[src/rtl/sem_bank_pkg.sv]
package sem_bank_pkg;

    typedef enum logic [1:0] {
        OWN_NONE  = 2'd0,
        OWN_LEFT  = 2'd1,
        OWN_RIGHT = 2'd2
    } owner_e;

    typedef struct packed {
        logic req;
        logic rel;
    } flag_op_t;

    // Value a port sees for a flag: 0 only when that port is the owner.
    function automatic logic port_view(owner_e own, logic is_left);
        return is_left ? (own != OWN_LEFT) : (own != OWN_RIGHT);
    endfunction

endpackage

[src/rtl/sem_port_decode.sv]
module sem_port_decode
    import sem_bank_pkg::*;
#(
    parameter int NUM_FLAGS = 8,
    parameter int IDX_W     = $clog2(NUM_FLAGS)
) (
    input  logic                 clk,
    input  logic                 rst,
    input  logic                 mem_en,
    input  logic                 sem_en,
    input  logic                 wr,
    input  logic [IDX_W-1:0]     idx,
    input  logic                 wdata,
    output logic [NUM_FLAGS-1:0] req_vec,
    output logic [NUM_FLAGS-1:0] rel_vec,
    output logic                 standby
);

    logic     active;
    flag_op_t op;

    assign active  = sem_en && wr;
    assign op.req  = active && !wdata;
    assign op.rel  = active && wdata;
    assign standby = !mem_en && !sem_en;

    for (genvar g = 0; g < NUM_FLAGS; g++) begin : g_sel
        assign req_vec[g] = op.req && (idx == IDX_W'(g));
        assign rel_vec[g] = op.rel && (idx == IDX_W'(g));
    end

    // a port in standby issues nothing to any flag
    p_standby_quiet_r7: assert property (@(posedge clk) disable iff (rst)
        standby |-> (req_vec == '0 && rel_vec == '0));

    // at most one flag is addressed per port per cycle
    p_single_target_r1: assert property (@(posedge clk) disable iff (rst)
        $onehot0(req_vec | rel_vec));

endmodule

[src/rtl/sem_flag_cell.sv]
module sem_flag_cell
    import sem_bank_pkg::*;
(
    input  logic   clk,
    input  logic   rst,
    input  logic   l_req,
    input  logic   l_rel,
    input  logic   r_req,
    input  logic   r_rel,
    output owner_e owner
);

    owner_e own_q, own_d;
    logic   wait_l_q, wait_l_d;
    logic   wait_r_q, wait_r_d;

    always_comb begin
        own_d    = own_q;
        wait_l_d = wait_l_q;
        wait_r_d = wait_r_q;
        unique case (own_q)
            OWN_NONE: begin
                if (l_req) begin
                    own_d    = OWN_LEFT;
                    wait_l_d = 1'b0;
                    wait_r_d = r_req;
                end else if (r_req) begin
                    own_d    = OWN_RIGHT;
                    wait_l_d = 1'b0;
                    wait_r_d = 1'b0;
                end
            end
            OWN_LEFT: begin
                if (l_rel) begin
                    own_d    = (wait_r_q || r_req) ? OWN_RIGHT : OWN_NONE;
                    wait_r_d = 1'b0;
                end else if (r_req) begin
                    wait_r_d = 1'b1;
                end
            end
            OWN_RIGHT: begin
                if (r_rel) begin
                    own_d    = (wait_l_q || l_req) ? OWN_LEFT : OWN_NONE;
                    wait_l_d = 1'b0;
                end else if (l_req) begin
                    wait_l_d = 1'b1;
                end
            end
            default: begin
                own_d    = OWN_NONE;
                wait_l_d = 1'b0;
                wait_r_d = 1'b0;
            end
        endcase
    end

    always_ff @(posedge clk) begin
        if (rst) begin
            own_q    <= OWN_NONE;
            wait_l_q <= 1'b0;
            wait_r_q <= 1'b0;
        end else begin
            own_q    <= own_d;
            wait_l_q <= wait_l_d;
            wait_r_q <= wait_r_d;
        end
    end

    assign owner = own_q;

    // a tie on a free flag goes to the left, the right stays queued
    p_tie_left_r5: assert property (@(posedge clk) disable iff (rst)
        (own_q == OWN_NONE && l_req && r_req) |=> (own_q == OWN_LEFT && wait_r_q));

    // the owner's release hands a queued flag to the waiting side
    p_handoff_r4: assert property (@(posedge clk) disable iff (rst)
        (own_q == OWN_LEFT && l_rel && wait_r_q) |=> own_q == OWN_RIGHT);

    // a release from the non-owner leaves ownership alone
    p_foreign_release_r6: assert property (@(posedge clk) disable iff (rst)
        (own_q == OWN_RIGHT && l_rel && !r_rel) |=> own_q == OWN_RIGHT);

    // the owner requesting again changes nothing
    p_owner_rerequest_r10: assert property (@(posedge clk) disable iff (rst)
        (own_q == OWN_LEFT && l_req && !r_req) |=> (own_q == OWN_LEFT && $stable(wait_r_q)));

    // the cycle after reset the flag is free and unqueued
    p_reset_free_r8: assert property (@(posedge clk)
        $past(rst) |-> (own_q == OWN_NONE && !wait_l_q && !wait_r_q));

endmodule

[src/rtl/sem_read_mux.sv]
module sem_read_mux
    import sem_bank_pkg::*;
#(
    parameter int   NUM_FLAGS = 8,
    parameter int   IDX_W     = $clog2(NUM_FLAGS),
    parameter int   DATA_W    = 8,
    parameter logic IS_LEFT   = 1'b1
) (
    input  logic [NUM_FLAGS-1:0][1:0] owners,
    input  logic                      sem_en,
    input  logic [IDX_W-1:0]          idx,
    output logic [DATA_W-1:0]         rdata
);

    logic seen;

    always_comb begin
        seen = port_view(owner_e'(owners[idx]), IS_LEFT);
        rdata = sem_en ? {DATA_W{seen}} : {DATA_W{1'b1}};
    end

    // every bit of the read-back bus carries the same value
    always_comb begin
        p_uniform_bits_r9: assert ((rdata == '0) || (rdata == '1));
    end

endmodule

[src/rtl/sem_flag_bank.sv]
module sem_flag_bank
    import sem_bank_pkg::*;
#(
    parameter int NUM_FLAGS = 8,
    parameter int DATA_W    = 8,
    localparam int IDX_W    = $clog2(NUM_FLAGS)
) (
    input  logic              clk,
    input  logic              rst,
    input  logic              l_mem_en,
    input  logic              l_sem_en,
    input  logic              l_wr,
    input  logic [IDX_W-1:0]  l_idx,
    input  logic              l_wdata,
    output logic [DATA_W-1:0] l_rdata,
    output logic              l_standby,
    input  logic              r_mem_en,
    input  logic              r_sem_en,
    input  logic              r_wr,
    input  logic [IDX_W-1:0]  r_idx,
    input  logic              r_wdata,
    output logic [DATA_W-1:0] r_rdata,
    output logic              r_standby
);

    logic [NUM_FLAGS-1:0]      l_req, l_rel, r_req, r_rel;
    logic [NUM_FLAGS-1:0][1:0] owners;

    sem_port_decode #(.NUM_FLAGS(NUM_FLAGS), .IDX_W(IDX_W)) u_dec_l (
        .clk(clk), .rst(rst), .mem_en(l_mem_en), .sem_en(l_sem_en), .wr(l_wr),
        .idx(l_idx), .wdata(l_wdata), .req_vec(l_req), .rel_vec(l_rel),
        .standby(l_standby)
    );

    sem_port_decode #(.NUM_FLAGS(NUM_FLAGS), .IDX_W(IDX_W)) u_dec_r (
        .clk(clk), .rst(rst), .mem_en(r_mem_en), .sem_en(r_sem_en), .wr(r_wr),
        .idx(r_idx), .wdata(r_wdata), .req_vec(r_req), .rel_vec(r_rel),
        .standby(r_standby)
    );

    for (genvar g = 0; g < NUM_FLAGS; g++) begin : g_flag
        owner_e own;
        sem_flag_cell u_cell (
            .clk(clk), .rst(rst),
            .l_req(l_req[g]), .l_rel(l_rel[g]),
            .r_req(r_req[g]), .r_rel(r_rel[g]),
            .owner(own)
        );
        assign owners[g] = own;
    end

    sem_read_mux #(.NUM_FLAGS(NUM_FLAGS), .IDX_W(IDX_W), .DATA_W(DATA_W), .IS_LEFT(1'b1)) u_rd_l (
        .owners(owners), .sem_en(l_sem_en), .idx(l_idx), .rdata(l_rdata)
    );

    sem_read_mux #(.NUM_FLAGS(NUM_FLAGS), .IDX_W(IDX_W), .DATA_W(DATA_W), .IS_LEFT(1'b0)) u_rd_r (
        .owners(owners), .sem_en(r_sem_en), .idx(r_idx), .rdata(r_rdata)
    );

    // both ports never see ownership of the same flag
    p_exclusive_r3: assert property (@(posedge clk) disable iff (rst)
        !(l_sem_en && r_sem_en && l_idx == r_idx && l_rdata == '0 && r_rdata == '0));

    // a write with the lock-space enable low leaves the flags unchanged
    p_gated_write_r1: assert property (@(posedge clk) disable iff (rst)
        (!l_sem_en && !r_sem_en) |=> $stable(owners));

endmodule

[config.mk]
export PLATFORM = sky130hd
export DESIGN_NAME = sem_flag_bank
export DESIGN_NICKNAME = d
export VERILOG_FILES = /design/src/rtl/sem_bank_pkg.sv /design/src/rtl/sem_port_decode.sv /design/src/rtl/sem_flag_cell.sv /design/src/rtl/sem_read_mux.sv /design/src/rtl/sem_flag_bank.sv
export SDC_FILE = /design/constraint.sdc
export NUM_CORES = 1
export LEC_CHECK = 0
export BUFFER_PORTS_ARGS = -buffer_cell sky130_fd_sc_hd__buf_2
export CAP_MARGIN = 20
export CORE_MARGIN = 8
export CORE_UTILIZATION = 52
export CTS_BUF_LIST = sky130_fd_sc_hd__clkbuf_8 sky130_fd_sc_hd__clkbuf_16
export CTS_CLUSTER_SIZE = 24
export DETAILED_ROUTE_END_ITERATION = 7
export GPL_ROUTABILITY_DRIVEN = 0
export HOLD_SLACK_MARGIN = 0.1
export PLACE_DENSITY = 0.73
export SYNTH_ARGS = -nofsm -noshare
export SYNTH_HDL_FRONTEND = slang
export SYNTH_SLANG_ARGS = --single-unit
[constraint.sdc]
create_clock -name clk -period 1.7 [get_ports clk]
set_input_delay 0.085 -clock clk [delete_from_list [all_inputs] [get_ports clk]]
set_output_delay 0.085 -clock clk [all_outputs]
set_load 0.05 [all_outputs]
==> out/qor.csv, run 1 <==
metric,value,unit
run_status,"finished, violations left",
violations,setup timing,
grt_util_all_layers,21.2,%
syn_area_per_cell,7.47,sq um
p_seq_share,43.3,%
antenna_found_initial,0,
synth_enable_flop_cells,0,
rsz0062_at_grt,yes,
clock_latency,290,ps
grt_max_degree,21,
placed_area,2720,sq um
vias,2846,
cp-start-kind,register,
power_switching,545,uW
synth-xor-area-share,0.698,%
initial_core_util,53.5,%
yosysWarningCount,0,
crit_fanout,8,
hold_start,rst,
drc,0,
synth_cell_types,63,
grt_pass1_wl,12.6,mm
ctsLongestPathBuffers,2,
synth_top_family_by_area,compound AO/OA/AOI/OAI gates,
synthArstFlopShare,0,%
cts_max_level,2,
cp-end-kind,output port,
worstMarginPinSlew,548,ps
cts_root_buf,clkbuf_8,
cts_tree,built,
crit_slowest_cell,mux4_2,
dp.cells,402,
min_period,1850,ps
skew,1.85,ps
fillers,377,
postSynthCellCount,336,
cts_buffers,5,
ir_drop,0.481,mV
synth_compound_area_share,32.8,%
hold_viol,0,
grt.overflow.total,0,
path_clk_slew,70,ps
muxShareOfSynthArea,0.898,%
clockPowerShare,35.6,%
hold_class,in -> reg,
layout-drive-gt1-share,27.2,%
hpwl,5.10,mm
port_buffers,33,
drv_slew,0,
relSlewSlack,63.4,%
fin_crit_sh,109,%
die_w,85.5,microns
synth_fp_nets,352,
totalWireLength,7.94,mm
drtIter0Drc,367,
fin_util,67.3,%
grt_pass1_vias,2598,
power_leakage,1.19,nW
clock_sinks,32,
fin_nets,379,
fin_setup_tns,-2250,ps
path_class,reg -> out,
worstPathRequired,1620,ps
io_pins,34,
p_per_area,558,nW/um^2
ctsHoldBuffers,0,
path_cells,nor3b_1 > a21o_1 > mux4_2 > nand2_8 > buf_8,
vias_per_cell,6.81,
drtAntennaViolNets,0,
pwr-share-comb,21.1,%
setup_viol,16,
areaGrowthSynthToFinish,25.9,%
routedWlPerCell,19.0,microns
critPathLaunch,g_flag[2].u_cell.owner[0]$_SDFFE_PP0P_,
final_cells,418,
swShare,30.9,%
ys.flop_type,dfxtp_1,
cp_slowest_stage_delay,540,ps
rr_startpoint,g_flag[2].u_cell.owner[1]$_SDFFE_PP0P_,
arrival,1770,ps
dieArea,7300,sq um
maxCapViolations,0,
fp.coreArea,4690,sq um
firstDrtPassIters,8,
timing.final.ws_setup,-152,ps
ys_seq_area_share,25.5,%
die_height,85.5,microns
p_int,1.22,mW
num_rows,25,
fmax,0.540,GHz
synthSimpleGateAreaFrac,29.5,%
final_design_area_no_fill,3160,sq um
antenna_cells,0,
yosys_register_bits,32,
synthesis.area,2510,sq um
synthAdderAreaFrac,0,%
-- metrics by stage --
step	hold slack (ps)	setup WS, ps	power [mW]
2_1_floorplan	249	2.62	1.01
3_3_place_gp	460	119	1.08
3_5_place_dp	470	99.4	1.08
4_1_cts	211	-132	1.75
5_1_grt	250	-194	1.83
6_report	237	-152	1.76
-- power by group through the flow --
stage	logic (mW)	clock network [mW]	registers (mW)
4_1_cts	0.353	0.633	0.763
2_1_floorplan	0.231	0	0.777
5_1_grt	0.391	0.678	0.764
3_5_place_dp	0.303	0	0.779
3_3_place_gp	0.302	0	0.779
6_report	0.372	0.627	0.764
-- cells in the mapped netlist, types with 6 or more instances --
| cell | n | area, sq um |
|---|---|---|
| dfxtp_1 | 32 | 641 |
| nand3_1 | 8 | 40.0 |
| nor2_1 | 26 | 97.6 |
| clkbuf_1 | 18 | 67.6 |
| buf_2 | 10 | 50.1 |
| o21ai_0 | 19 | 95.1 |
| nor2b_1 | 7 | 43.8 |
| inv_1 | 7 | 26.3 |
| nor3_1 | 8 | 40.0 |
| nand2_1 | 29 | 109 |
| buf_4 | 15 | 113 |
| a21o_1 | 7 | 52.6 |
| a211oi_1 | 6 | 45.0 |
| a21oi_1 | 27 | 135 |
| a22oi_1 | 8 | 60.1 |
| nand2b_1 | 7 | 43.8 |
-- worst max-delay path, delay by kind of cell (launching register included) --
kind	cells	cell delay, ps
AOI/OAI and AO/OA	1	170
muxes	1	540
and+or+nand+nor	2	280
buffers and inverters	1	160
DFF	1	330
-- path summary, 6_finish.rpt --
kind	endpoint	slack (ps)	cells after the start
hold reg to reg	g_flag[0].u_cell.wait_l_q$_SDFFE_PP0P_	480	2
hold / removal	g_flag[0].u_cell.wait_r_q$_SDFFE_PP0P_	240	2
setup reg to reg	g_flag[2].u_cell.wait_r_q$_SDFFE_PP0P_	240	5
setup / recovery	l_rdata[2]	-150	5
-- cells by family (layout without fill, tap and decap cells) --
| group | after synthesis | in the layout |
|---|---|---|
| DFF | 32 | 32 |
| xor gates and xnor gates | 2 | 2 |
| AOI/OAI and AO/OA | 119 | 119 |
| muxes | 1 | 1 |
| and+or+nand+nor | 130 | 130 |
| buffers and inverters | 52 | 80 |
-- layout by cell type, fill, tap and decap left out, types with 3 or more instances in the layout --
master,instances
o31ai_1,3
o311a_1,3
nand4_1,3
a211oi_1,5
a31oi_1,4
buf_4,27
nand2b_1,6
nand3_1,8
a21oi_1,27
or3_1,3
nor2b_1,6
o21ai_0,17
o2111ai_1,5
nor3b_1,4
o41ai_1,3
nand4b_1,5
nor2_1,26
nor4_1,3
buf_6,4
and3_1,4
clkbuf_8,6
nand2_1,28
dfxtp_1,26
a22oi_1,8
and4b_1,4
buf_2,17
inv_1,7
o211ai_1,5
buf_8,8
a21o_1,7
nor3_1,8
o22ai_1,3
buf_12,9
dfxtp_2,6
nand3b_1,5
-- repair_timing --
| item | 4_1_cts | 5_1_grt |
|---|---|---|
| resized for setup | 69 | 8 |
| pin swaps | 5 | 2 |
| hold endpoints to repair | 0 | 0 |
| setup endpoints to repair | 16 | 16 |
| buffers inserted | 3 | 5 |
-- sequential cells by signal, summed over array words and instances (netlist names) --
register and flops:
g_flag.u_cell.owner 16, g_flag.u_cell.wait_l_q 8, g_flag.u_cell.wait_r_q 8
-- per-layer routing --
| metal | track usage, % | wire length, microns | share of wire [%] |
|---|---|---|---|
| met2 | 33.3 | 3850 | 48 |
| met5 | 0 | 0 | 0 |
| met1 | 27.1 | 3230 | 41 |
| met4 | 9.71 | 169 | 2.1 |
| met3 | 4.15 | 690 | 8.7 |
-- area by class of cell --
type / instances / area [sq um] / area share, %
Multi-Input combinational cell: 252 / 1690 / 53.5
Inverter: 7 / 26.3 / 0.832
Sequential cell: 32 / 648 / 20.5
Tap cell: 54 / 67.6 / 2.14
Clock buffer: 6 / 82.6 / 2.61
Clock inverter: 2 / 10.0 / 0.317
Timing Repair Buffer: 65 / 633 / 20.0
Note: power is estimated with default switching activity, not from simulation.
==> run 2: changes to the inputs <==
--- a/config.mk
+++ b/config.mk
@@ -17,4 +17,5 @@
 export PLACE_DENSITY = 0.73
 export SYNTH_ARGS = -nofsm -noshare
 export SYNTH_HDL_FRONTEND = slang
+export SYNTH_HIERARCHICAL = 1
 export SYNTH_SLANG_ARGS = --single-unit
==> run 2 against run 1 <==
Against the previous run:
- the run still ends with setup timing left
- largest power group unchanged
- die area shrank 1.2%
- setup slack gained 150 ps
- via count shrank 12%
- first-iteration DRC count shrank 11%
- highest routed layer unchanged
- synthesized cell count shrank 7.7%
- final cell count shrank 1.4%
==> out/qor.csv, run 2 <==
metric,value,unit,change
run_status,"finished, violations left",,
violations,setup timing,,
drtIter0Drc,327,,-11%
io_pins,34,,unchanged
dieArea,7210,sq um,-1.2%
largest_reg_flops,16,,unchanged
die_height,84.9,microns,-0.63%
final_cells,412,,-1.4%
grt_pass1_vias,2208,,-15%
cts_root_buf,clkbuf_8,,
whs,346,ps,+108 ps
synth-xor-area-share,2.84,%,+2.1 points
ys_seq_area_share,25.9,%,+0.40 points
crit_fanout,8,,unchanged
cts_buffers,5,,unchanged
synth_top_cell_area_share,25.9,%,+0.40 points
yosys-top-cells-area,"dfxtp_1, o21bai_1, nand2b_1",,
fin_nets,373,,-1.6%
initial_core_util,53.0,%,-0.47 points
clock_latency,280,ps,about the same
muxShareOfSynthArea,0,%,-0.90 points
syn_area_per_cell,7.97,sq um,+6.7%
synth_top_family_by_area,simple AND/OR/NAND/NOR gates,,
postSynthCellCount,310,,-7.7%
skew,5.70,ps,+3.85 ps
maxCapViolations,0,,unchanged
yosysMostFrequentCell,nor2_1,,
yosys-top-cells-count,"nor2_1, dfxtp_1, nand2b_1",,
layout-drive-gt1-share,25.4,%,-1.8 points
totalWireLength,6.35,mm,-20%
drtAntennaViolNets,0,,unchanged
grt_max_degree,33,,+57%
cp-start-kind,register,,
cp-end-kind,output port,,
cts_tree,built,,
hold_viol,0,,unchanged
dp.cells,402,,unchanged
worstPathRequired,1620,ps,about the same
vias_per_cell,6.09,,-11%
relSlewSlack,53.6,%,-9.8 points
synth_compound_area_share,30.7,%,-2.1 points
num_rows,25,,unchanged
die_w,84.9,microns,-0.63%
vias,2508,,-12%
grt_pass1_wl,10.1,mm,-20%
firstDrtPassIters,5,,-3
cp_slowest_stage_delay,360,ps,-180 ps
arrival,1620,ps,-150 ps
synth_fp_nets,326,,-7.4%
rsz0062_at_grt,yes,,
p_per_area,569,nW/um^2,+1.9%
min_path_cells,2,,unchanged
fmax,0.586,GHz,+8.5%
rr_worst_depth,4,,-1
antenna_cells,0,,unchanged
grt_util_all_layers,16.7,%,-4.5 points
fin_crit_sh,100,%,-8.6 points
fp.coreArea,4660,sq um,-0.67%
drc,0,,unchanged
path_cells,nor3b_2 > a31oi_1 > o211ai_1 > nand3_4 > buf_6,,
clock_sinks,32,,unchanged
most-common-layout-cells,"nor2_1, nand2b_1, dfxtp_1, o21bai_1, buf_4",,
crit_slowest_cell,dfxtp_4,,
ys.flop_type,dfxtp_1,,
synth_cell_types,31,,-51%
setup_viol,8,,-8
areaGrowthSynthToFinish,21.3,%,
grt.overflow.total,0,,unchanged
yosys_register_bits,32,,unchanged
synthArstFlopShare,0,%,unchanged
routedWlPerCell,15.4,microns,-19%
synthAdderAreaFrac,0,%,unchanged
synth.largest_area_cell,dfxtp_1,,
rrSetupSlack,350,ps,+110 ps
yosysWarningCount,6,,+6
final_common_cell,nor2_1,,
hold_class,in -> reg,,
timing.final.ws_setup,-6.70,ps,+146 ps
power_leakage,1.06,nW,-11%
drv_slew,0,,unchanged
antenna_found_initial,0,,unchanged
ir_drop,0.310,mV,-35%
synthesis.area,2470,sq um,-1.5%
place_ws,121,ps,+21.7 ps
synth_enable_flop_cells,0,,unchanged
worstMarginPinSlew,695,ps,+148 ps
port_buffers,33,,unchanged
min_period,1710,ps,-146 ps
ctsLongestPathBuffers,2,,unchanged
cts_max_level,2,,unchanged
synthSimpleGateAreaFrac,34.4,%,+5.0 points
path_clk_slew,70,ps,about the same
hpwl,4.56,mm,-11%
path_class,reg -> out,,
run 2: repair_timing:
action                                 CTS  global route
resized for setup                        4            58
endpoints found under the hold margin    0             0
hold buffers                             0             0
pin swaps                                1             4
setup endpoints to repair               16            16
buffers inserted                         0             2
run 2: logic make-up (layout without fill, tap and decap cells):
group / after synthesis / count (layout)
simple gates: 140 / 140
buf+inv: 22 / 70
compound gates: 108 / 108
xor+xnor: 8 / 8
flops: 32 / 32
run 2: cell type report:
cell class	instances	area, sq um
multi-input cells	256	1720
fillers	390	1660
flip-flops and latches	32	652
repair buffers	56	442
clock buffers	6	82.6
well taps	54	67.6
inverters	6	22.5
clock inverters	2	7.51
run 2: worst max-delay path, delay by kind of cell (launching register included):
| kind | cells | cell delay [ps] |
|---|---|---|
| flip-flops | 1 | 360 |
| AO/OA/AOI/OAI | 2 | 370 |
| buffers and inverters | 1 | 210 |
| AND/OR/NAND/NOR | 2 | 400 |
run 2: power breakdown:
part	internal (mW)	total, mW	switching, mW
clock	0.318	0.600	0.282
sequential	0.761	0.777	0.0158
combinational	0.117	0.327	0.210
run 2: stage by stage:
stage / util [%] / instance area, sq um / setup TNS [ps] / power, mW
CTS: 61.1 / 2850 / -7.79 / 1.68
global placement: 59.0 / 2750 / 0 / 1.08
global route: 64.3 / 3000 / -761 / 1.78
detailed placement: 59.0 / 2750 / 0 / 1.08
floorplan: - / 2490 / 0 / 1.00
finish: 64.3 / 3000 / -46.6 / 1.70
run 2: layer usage:
| layer | GRT usage (%) | vias up | wire length, microns |
|---|---|---|---|
| met4 | 4.69 | 0 | 63 |
| li1 | - | 1236 | - |
| met2 | 27.6 | 70 | 2990 |
| met3 | 4.34 | 8 | 360 |
| met1 | 20.9 | 1194 | 2930 |
| met5 | 0 | - | 0 |
run 2: final timing paths:
path | start | endpoint
worst min register to register | g_flag[6].u_cell/wait_r_q$_SDFFE_PP0P_ | g_flag[6].u_cell/wait_r_q$_SDFFE_PP0P_
worst max register to register | g_flag[3].u_cell/owner[1]$_SDFFE_PP0P_ | g_flag[3].u_cell/wait_l_q$_SDFFE_PP0P_
worst max-delay path | g_flag[0].u_cell/owner[0]$_SDFFE_PP0P_ | r_rdata[0]
worst min-delay path | rst | g_flag[0].u_cell/wait_l_q$_SDFFE_PP0P_
==> run 3: changes to the inputs <==
--- a/config.mk
+++ b/config.mk
@@ -5,16 +5,16 @@
 export SDC_FILE = /design/constraint.sdc
 export NUM_CORES = 1
 export LEC_CHECK = 0
-export BUFFER_PORTS_ARGS = -buffer_cell sky130_fd_sc_hd__buf_2
 export CAP_MARGIN = 20
 export CORE_MARGIN = 8
-export CORE_UTILIZATION = 52
+export CORE_UTILIZATION = 40
 export CTS_BUF_LIST = sky130_fd_sc_hd__clkbuf_8 sky130_fd_sc_hd__clkbuf_16
 export CTS_CLUSTER_SIZE = 24
 export DETAILED_ROUTE_END_ITERATION = 7
+export DONT_BUFFER_PORTS = 1
 export GPL_ROUTABILITY_DRIVEN = 0
 export HOLD_SLACK_MARGIN = 0.1
-export PLACE_DENSITY = 0.73
+export PLACE_DENSITY = 0.53
 export SYNTH_ARGS = -nofsm -noshare
 export SYNTH_HDL_FRONTEND = slang
 export SYNTH_HIERARCHICAL = 1
==> run 3 against run 2 <==
Against the previous run:
- the run still ends with setup timing left
- hold slack got worse by 150 ps
- sequential cell count did not move
- wire length rose by 0.66%
- setup slack improved by 5.7 ps
- largest power group unchanged
- final cell count fell by 2.2%
- final area fell by 5.1%
- clock-buffer cell count fell by 1
- first-iteration DRC count fell by 66%
- clock skew fell by 4.4 ps
==> out/qor.csv, run 3 (same netlist as run 2, synthesis figures left out) <==
metric,value,unit,change
run_status,"finished, violations left",,
violations,setup timing,,
drc,0,,unchanged
fin_nets,346,,-7.2%
clock_sinks,32,,unchanged
met2_usage,23.4,%,-4.2 points
die_height,94.6,microns,+11%
relSlewSlack,70.5,%,+17 points
maxCapViolations,0,,unchanged
arrival,1620,ps,about the same
grt.overflow.total,0,,unchanged
power_leakage,0.925,nW,-12%
fillers,624,,+60%
io_pins,34,,unchanged
path_clk_slew,70,ps,about the same
grt_pass1_vias,2135,,-3.3%
cp-start-kind,register,,
drv_slew,0,,unchanged
cts_tree,built,,
min_period,1700,ps,-5.72 ps
grt_max_degree,33,,unchanged
port_buffers,0,,-100%
fin_util,47.8,%,-17 points
ctsLongestPathBuffers,2,,unchanged
vias,2343,,-6.6%
dieArea,8950,sq um,+24%
path_class,reg -> out,,
drtIter0Drc,111,,-66%
die_w,94.6,microns,+11%
fin_crit_sh,100,%,-0.34 points
fin_setup_tns,-6.75,ps,+39.9 ps
initial_core_util,41.5,%,-12 points
final_cells,403,,-2.2%
drtAntennaViolNets,0,,unchanged
cts_buffers,5,,unchanged
place_ws,266,ps,+145 ps
grt_util_all_layers,14.8,%,-2.0 points
worstMarginPinSlew,440,ps,-255 ps
fp.coreArea,5960,sq um,+28%
use_met1,18.7,%,-2.2 points
dp.cells,396,,-1.5%
grtUsageMet3,4.52,%,+0.18 points
worstPathRequired,1620,ps,about the same
grt_pass1_wl,10.4,mm,+3.8%
antenna_cells,0,,unchanged
clock_latency,280,ps,about the same
cts_max_level,2,,unchanged
hold_viol,0,,unchanged
layout-drive-gt1-share,19.5,%,-5.9 points
num_rows,28,,+12%
ir_drop,0.367,mV,+18%
most-common-layout-cells,"nor2_1, nand2b_1, dfxtp_1, buf_4, o21bai_1",,
antenna_found_initial,0,,unchanged
totalWireLength,6.39,mm,+0.66%
postCtsSetupBuffers,0,,unchanged
p_per_area,555,nW/um^2,-2.3%
vias_per_cell,5.81,,-4.5%
areaGrowthSynthToFinish,15.2,%,
skew,1.30,ps,-4.39 ps
firstDrtPassIters,4,,-1
final_common_cell,nor2_1,,
largest_reg_flops,16,,unchanged
hpwl,4.66,mm,+2.3%
fmax,0.588,GHz,+0.34%
routedWlPerCell,15.9,microns,+2.9%
setup_viol,8,,unchanged
crit_fanout,8,,unchanged
rsz0062_at_grt,yes,,
hold_class,in -> reg,,
cp-end-kind,output port,,
timing.final.ws_setup,-0.974,ps,+5.72 ps
cts_root_buf,clkbuf_8,,
busiest_layer,met2,,
[run 3: timing repair]
action / CTS / global route
hold endpoints to repair: 32 / 0
cloned: 0 / 0
hold buffers: 2 / 0
pin swaps: 8 / 4
setup endpoints to repair: 16 / 16
resized for setup: 12 / 3
[run 3: final cells by class]
type	count	area, sq um	share of cell area [%]
flip-flops and latches	32	648	22.8
multi-input cells	256	1740	61.1
repair buffers	29	273	9.59
well taps	75	93.8	3.30
inverters	6	22.5	0.792
clock buffers	5	68.8	2.42
[run 3: metrics by stage]
| stage | area [sq um] | hold WS (ps) | power, mW |
|---|---|---|---|
| 2_1_floorplan | 2490 | 147 | 1.00 |
| 3_3_place_gp | 2690 | 155 | 1.02 |
| 3_5_place_dp | 2690 | 153 | 1.02 |
| 4_1_cts | 2830 | 180 | 1.61 |
| 5_1_grt | 2850 | 189 | 1.66 |
| 6_report | 2850 | 193 | 1.58 |
[run 3: power breakdown]
group | switching, mW | internal, mW | total (mW) | leakage (nW)
Combinational | 0.174 | 0.0912 | 0.266 | 0.628
Sequential | 0.0109 | 0.763 | 0.773 | 0.261
Clock | 0.278 | 0.264 | 0.541 | 0.0359
[run 3: per-layer routing]
| layer | wire, microns | part of all wire (%) |
|---|---|---|
| met1 | 3060 | 48 |
| met5 | 0 | 0 |
| met3 | 409 | 6.4 |
| met2 | 2850 | 45 |
| met4 | 76 | 1.2 |
[run 3: worst max-delay path, stage by stage, from the launching register on]
cell and delay (ps):
dfxtp_2 340, nor3b_2 150, a31oi_1 160, o211ai_1 160, nand3_4 130, buf_16 370
[run 3: final timing paths]
kind / slack, ps / cells after the start / from / endpoint
hold / removal: 190 / 4 / l_wdata / g_flag[0].u_cell/wait_r_q$_SDFFE_PP0P_
hold reg to reg: 520 / 2 / g_flag[1].u_cell/wait_r_q$_SDFFE_PP0P_ / g_flag[1].u_cell/wait_r_q$_SDFFE_PP0P_
setup / recovery: -1 / 5 / g_flag[0].u_cell/owner[0]$_SDFFE_PP0P_ / l_rdata[1]
setup reg to reg: 380 / 4 / g_flag[4].u_cell/owner[1]$_SDFFE_PP0P_ / g_flag[4].u_cell/wait_l_q$_SDFFE_PP0P_
